File: config.mk
export PLATFORM = sky130hd
export DESIGN_NAME = iir_lp_bank
export DESIGN_NICKNAME = d
export VERILOG_FILES = /design/src/rtl/iir_lp_pkg.sv /design/src/rtl/iir_lp_strobe_pipe.sv /design/src/rtl/iir_lp_round_sat.sv /design/src/rtl/iir_lp_lane.sv /design/src/rtl/iir_lp_bank.sv
export SDC_FILE = /design/constraint.sdc
export NUM_CORES = 2
export LEC_CHECK = 0
export CAP_MARGIN = 20
export CORE_MARGIN = 4
export CORE_UTILIZATION = 50
export DETAILED_ROUTE_END_ITERATION = 10
export MAX_ROUTING_LAYER = met4
export PLACE_DENSITY_LB_ADDON = 0.1
export SYNTH_ARGS = -nofsm -noshare
export SYNTH_HDL_FRONTEND = slang
export SYNTH_SLANG_ARGS = --single-unit
export TNS_END_PERCENT = 5
File: constraint.sdc
create_clock -name clk -period 12.1 [get_ports clk]
set_clock_uncertainty 0.05 [all_clocks]
set_input_delay 3.63 -clock clk [delete_from_list [all_inputs] [get_ports clk]]
set_output_delay 3.63 -clock clk [all_outputs]
set_load 0.02 [all_outputs]
File: src/rtl/iir_lp_pkg.sv
package iir_lp_pkg;

   // Default Q15 coefficients: round(value * 32768)
   localparam int DEF_B0   = 803;     // 0.0245
   localparam int DEF_B1   = 803;     // 0.0245
   localparam int DEF_A1   = 31162;   // 0.9510
   localparam int DEF_FRAC = 15;

   typedef enum logic {
      RND_TRUNC   = 1'b0,
      RND_HALF_UP = 1'b1
   } iir_rnd_e;

endpackage

File: src/rtl/iir_lp_strobe_pipe.sv
module iir_lp_strobe_pipe #(
   parameter int LAT = 2
) (
   input  logic clk,
   input  logic rst,
   input  logic take_i,
   output logic commit_o,
   output logic valid_o
);

   logic [LAT-1:0] sr_q;

   always_ff @(posedge clk) begin
      if (rst) sr_q[0] <= 1'b0;
      else     sr_q[0] <= take_i;
   end

   for (genvar k = 1; k < LAT; k++) begin : g_stage
      always_ff @(posedge clk) begin
         if (rst) sr_q[k] <= 1'b0;
         else     sr_q[k] <= sr_q[k-1];
      end
   end

   if (LAT == 1) begin : g_commit_now
      assign commit_o = take_i;
   end else begin : g_commit_late
      assign commit_o = sr_q[LAT-2];
   end

   assign valid_o = sr_q[LAT-1];

endmodule

File: src/rtl/iir_lp_round_sat.sv
module iir_lp_round_sat #(
   parameter int ACC_W       = 34,
   parameter int FRAC        = 15,
   parameter int OUT_W       = 16,
   parameter bit RND_HALF_UP = 1'b1
) (
   input  logic signed [ACC_W-1:0] acc_i,
   output logic signed [OUT_W-1:0] y_o
);

   localparam logic signed [ACC_W-1:0] HI =
      {{(ACC_W-OUT_W+1){1'b0}}, {(OUT_W-1){1'b1}}};
   localparam logic signed [ACC_W-1:0] LO =
      {{(ACC_W-OUT_W+1){1'b1}}, {(OUT_W-1){1'b0}}};
   localparam logic signed [ACC_W-1:0] HALF =
      {{(ACC_W-FRAC){1'b0}}, 1'b1, {(FRAC-1){1'b0}}};

   logic signed [ACC_W-1:0] biased;
   logic signed [ACC_W-1:0] scaled;

   if (RND_HALF_UP) begin : g_half_up
      assign biased = acc_i + HALF;
   end else begin : g_trunc
      assign biased = acc_i;
   end

   assign scaled = biased >>> FRAC;

   always_comb begin
      if (scaled > HI)      y_o = HI[OUT_W-1:0];
      else if (scaled < LO) y_o = LO[OUT_W-1:0];
      else                  y_o = scaled[OUT_W-1:0];
   end

endmodule

File: src/rtl/iir_lp_lane.sv
module iir_lp_lane #(
   parameter int DATA_W      = 16,
   parameter int COEF_W      = 16,
   parameter int FRAC        = 15,
   parameter int B0          = 803,
   parameter int B1          = 803,
   parameter int A1          = 31162,
   parameter int PIPE        = 1,
   parameter bit RND_HALF_UP = 1'b1
) (
   input  logic                     clk,
   input  logic                     rst,
   input  logic                     take_i,
   input  logic                     commit_i,
   input  logic signed [DATA_W-1:0] x_i,
   output logic signed [DATA_W-1:0] y_o
);

   localparam int PROD_W = DATA_W + COEF_W;
   localparam int ACC_W  = PROD_W + 2;

   localparam logic signed [COEF_W-1:0] C_B0 = COEF_W'(B0);
   localparam logic signed [COEF_W-1:0] C_B1 = COEF_W'(B1);
   localparam logic signed [COEF_W-1:0] C_A1 = COEF_W'(A1);

   logic signed [DATA_W-1:0] x_prev_q;
   logic signed [DATA_W-1:0] y_q;
   logic signed [PROD_W-1:0] p_b0, p_b1, p_a1;
   logic signed [ACC_W-1:0]  sum;
   logic signed [ACC_W-1:0]  rs_in;
   logic signed [DATA_W-1:0] rs_out;

   always_comb begin
      p_b0 = PROD_W'(C_B0) * PROD_W'(x_i);
      p_b1 = PROD_W'(C_B1) * PROD_W'(x_prev_q);
      p_a1 = PROD_W'(C_A1) * PROD_W'(y_q);
      sum  = ACC_W'(p_b0) + ACC_W'(p_b1) + ACC_W'(p_a1);
   end

   always_ff @(posedge clk) begin
      if (rst)         x_prev_q <= '0;
      else if (take_i) x_prev_q <= x_i;
   end

   if (PIPE != 0) begin : g_two_cycle
      logic signed [ACC_W-1:0] acc_q;
      always_ff @(posedge clk) begin
         if (rst)         acc_q <= '0;
         else if (take_i) acc_q <= sum;
      end
      assign rs_in = acc_q;
   end else begin : g_one_cycle
      assign rs_in = sum;
   end

   iir_lp_round_sat #(
      .ACC_W       (ACC_W),
      .FRAC        (FRAC),
      .OUT_W       (DATA_W),
      .RND_HALF_UP (RND_HALF_UP)
   ) u_rs (
      .acc_i (rs_in),
      .y_o   (rs_out)
   );

   always_ff @(posedge clk) begin
      if (rst)           y_q <= '0;
      else if (commit_i) y_q <= rs_out;
   end

   assign y_o = y_q;

endmodule

File: src/rtl/iir_lp_bank.sv
module iir_lp_bank #(
   parameter int LANES       = 4,
   parameter int DATA_W      = 16,
   parameter int COEF_W      = 16,
   parameter int FRAC        = iir_lp_pkg::DEF_FRAC,
   parameter int B0          = iir_lp_pkg::DEF_B0,
   parameter int B1          = iir_lp_pkg::DEF_B1,
   parameter int A1          = iir_lp_pkg::DEF_A1,
   parameter int PIPE        = 1,
   parameter bit RND_HALF_UP = iir_lp_pkg::RND_HALF_UP
) (
   input  logic                    clk,
   input  logic                    rst,
   input  logic                    in_valid,
   input  logic [LANES*DATA_W-1:0] in_data,
   output logic                    out_valid,
   output logic [LANES*DATA_W-1:0] out_data
);

   localparam int LAT      = (PIPE != 0) ? 2 : 1;
   localparam int COEF_MAX = (1 << (COEF_W - 1)) - 1;
   localparam int COEF_MIN = -(1 << (COEF_W - 1));

   if (LANES < 1) begin : g_bad_lanes
      $error("iir_lp_bank: LANES must be at least 1");
   end
   if (DATA_W < 4 || DATA_W > 30) begin : g_bad_data_w
      $error("iir_lp_bank: DATA_W out of range");
   end
   if (COEF_W < 4 || COEF_W > 30) begin : g_bad_coef_w
      $error("iir_lp_bank: COEF_W out of range");
   end
   if (FRAC < 1 || FRAC >= DATA_W + COEF_W) begin : g_bad_frac
      $error("iir_lp_bank: FRAC out of range");
   end
   if (PIPE != 0 && PIPE != 1) begin : g_bad_pipe
      $error("iir_lp_bank: PIPE must be 0 or 1");
   end
   if (B0 > COEF_MAX || B0 < COEF_MIN ||
       B1 > COEF_MAX || B1 < COEF_MIN ||
       A1 > COEF_MAX || A1 < COEF_MIN) begin : g_bad_coef
      $error("iir_lp_bank: coefficient does not fit COEF_W");
   end

   logic commit;

   iir_lp_strobe_pipe #(
      .LAT (LAT)
   ) u_strobe (
      .clk      (clk),
      .rst      (rst),
      .take_i   (in_valid),
      .commit_o (commit),
      .valid_o  (out_valid)
   );

   for (genvar g = 0; g < LANES; g++) begin : g_lane
      iir_lp_lane #(
         .DATA_W      (DATA_W),
         .COEF_W      (COEF_W),
         .FRAC        (FRAC),
         .B0          (B0),
         .B1          (B1),
         .A1          (A1),
         .PIPE        (PIPE),
         .RND_HALF_UP (RND_HALF_UP)
      ) u_lane (
         .clk      (clk),
         .rst      (rst),
         .take_i   (in_valid),
         .commit_i (commit),
         .x_i      (in_data[g*DATA_W +: DATA_W]),
         .y_o      (out_data[g*DATA_W +: DATA_W])
      );
   end

endmodule

==> results.cfg <==
[status]
outcome = finished clean

[die]
start_util = 0.506
rows = 124
die_y_um = 349
ios = 132
die_area_mm2 = 0.122
fp.dieW_um = 349
core_mm2 = 0.115

[synthesis]
synth_common_cells = inv_1 (1991), fa_1 (1115), ha_1 (1096)
synth.top_cells.by_area = fa_1 (38%), ha_1 (24%), inv_1 (13%)
syn_nets = 8398
synthCells = 6120
synth_top_area_share = 0.384
ys.warnings.count = 0
synth-edff-count = 0
syn_avg_cell_area_um2 = 9.49
ys_types = 72
async_reset_ff_frac = 0
synth_most_common_cell = inv_1
yosysTopAreaCell = fa_1
synth_flop_cell = dfxtp_1
synth-seq-cells = 206
synth_area_mm2 = 0.0581
ys_seq_area_frac = 0.0710

[placement]
hpwl_um = 122000
io_buffers = 131
place_congestion = 0.918

[detailed_routing]
wl_um = 137000
num_vias = 38600
via_per_inst = 4.97
wl_per_cell_um = 17.7
drc = 0
dr.pass1.iters = 5
drtIter0Drc = 1410
ant_nets = 0

[hold_path]
hold_start = g_lane[2].u_lane.g_two_cycle.acc_q[27]$_SDFFE_PP0P_
hp-class = flop to flop

[sta]
setup_viol = 0
slew_headroom = 0.314
fin_crit_ns = 10.14
maxSlewViolCount = 0
rsz0062_at_grt = no
final.setup.tns_ns = 0
tightest_slew_ns = 1.02
finalHoldViolCount = 0
period_share = 0.838
timing.fmax_ghz = 0.0986

[setup_path]
critical_path_peak_fanout = 4
worst_setup_path_start_kind = primary input
worstPathArrival_ns = 10.61
r2r-start = g_lane[0].u_lane.y_o[8]$_SDFFE_PP0P_
cp-startpoint = in_data[1]
crit_path_end_kind = flop
path_class = primary input to flop
cp.required_ns = 12.56

[layout]
fillerInstances = 10700
syn_to_final_growth_pct = 7.23
fin_nets = 8523
drive_gt1_frac = 0.0179

[clock_network]
cts_tree = built
clk_root_buffer_cell = clkbuf_16
clk_path_buf_depth = 3
clk_latency_ns = 0.61
cts_sinks = 206
cts_buffers = 29
ctsHoldBuffers = 0
cts.htree.levels = 1
post_cts_buffers = 0
clk_pin_slew_ns = 0.06
cts_resized = 0

[global_routing]
grt_overflow = 0
grt_pass1_wl_um = 228000
antenna_found_initial = 3
grt_max_degree = 63
grt_pass1_vias = 41900
track_usage = 0.244

[flow_run]
cap_violations = 0
-- state kept, by name, indices dropped and copies added (netlist names) --
name and count:
u_strobe.commit_o 1, g_lane.u_lane.x_prev_q 64, g_lane.u_lane.y_o 64, u_strobe.valid_o 1, g_lane.u_lane.g_two_cycle.acc_q 76
-- kinds of logic after synthesis --
logic type,after synthesis,synth area share
fa+ha+maj,2211,0.620
buf+inv,2054,0.133
simple gates,708,0.0564
compound gates,606,0.0672
xor+xnor,246,0.0371
flops,206,0.0710
mux,89,0.0153
-- worst max-delay path: stages --
cell	delay, ns
clkdlybuf4s50_1	0.51
ha_1	0.41
fa_1	0.50
ha_1	0.29
inv_1	0.06
fa_1	0.53
inv_1	0.05
fa_1	0.48
inv_1	0.05
fa_1	0.47
inv_1	0.05
fa_1	0.46
ha_1	0.31
a211oi_1	0.20
o21ai_1	0.11
a221oi_1	0.49
a211oi_1	0.15
a31oi_1	0.38
o31ai_1	0.26
o41ai_2	0.49
o2111ai_1	0.29
and4_1	0.27
nor4_1	0.14
-- worst paths after layout --
| kind | to | slack (ns) | cells after the start |
|---|---|---|---|
| hold / removal | g_lane[2].u_lane.g_two_cycle.acc_q[27]$_SDFFE_PP0P_ | 0.42 | 2 |
| setup reg to reg | g_lane[0].u_lane.g_two_cycle.acc_q[31]$_SDFFE_PP0P_ | 2.22 | 34 |
| setup / recovery | g_lane[0].u_lane.g_two_cycle.acc_q[32]$_SDFFE_PP0P_ | 1.96 | 23 |
| hold reg to reg | g_lane[2].u_lane.g_two_cycle.acc_q[27]$_SDFFE_PP0P_ | 0.42 | 2 |
-- cell usage in the layout, fill, tap and decap left out, types with 66 or more instances in the layout --
master / n
inv_1: 1991
fa_1: 1115
ha_1: 1096
nor2_1: 265
dfxtp_1: 205
a21oi_1: 173
nand2_1: 161
xnor2_1: 145
clkdlybuf4s50_1: 129
o21ai_0: 107
xor2_1: 101
mux2i_1: 89
a21o_1: 66
-- area by class of cell --
type | instances | area (um2) | share of cell area
multi-input combinational | 3860 | 46300 | 0.743
inverter | 1992 | 7480 | 0.120
sequential | 206 | 4130 | 0.0662
tap | 1512 | 1890 | 0.0304
timing repair buffer | 156 | 1500 | 0.0241
clock buffer | 32 | 757 | 0.0122
clock inverter | 20 | 263 | 0.00422
antenna | 2 | 5.00 | 0.0000803
-- through the flow --
stage / hold WS (ns) / instances / util / area, um2 / worst slack (ns)
final: 0.423 / 7780 / 0.543 / 62300 / 1.96
after floorplan: 0.396 / 6120 / - / 58100 / 2.73
after global placement: 0.409 / 7724 / 0.534 / 61300 / 1.48
after CTS: 0.424 / 7777 / 0.542 / 62300 / 1.98
after global routing: 0.453 / 7780 / 0.543 / 62300 / 1.56
after detailed placement: 0.414 / 7725 / 0.534 / 61300 / 1.39
-- layer usage --
metal,GRT usage,vias to the layer above,part of all wire
met5,-,-,0
met4,0.0355,0,0.016
met3,0.0190,108,0.033
met2,0.403,492,0.48
met1,0.338,19100,0.47
li1,-,18900,-
Power is left out: the tool's default activity adds up to more than one toggle a clock period on the data nets, which glitch-free logic cannot reach.
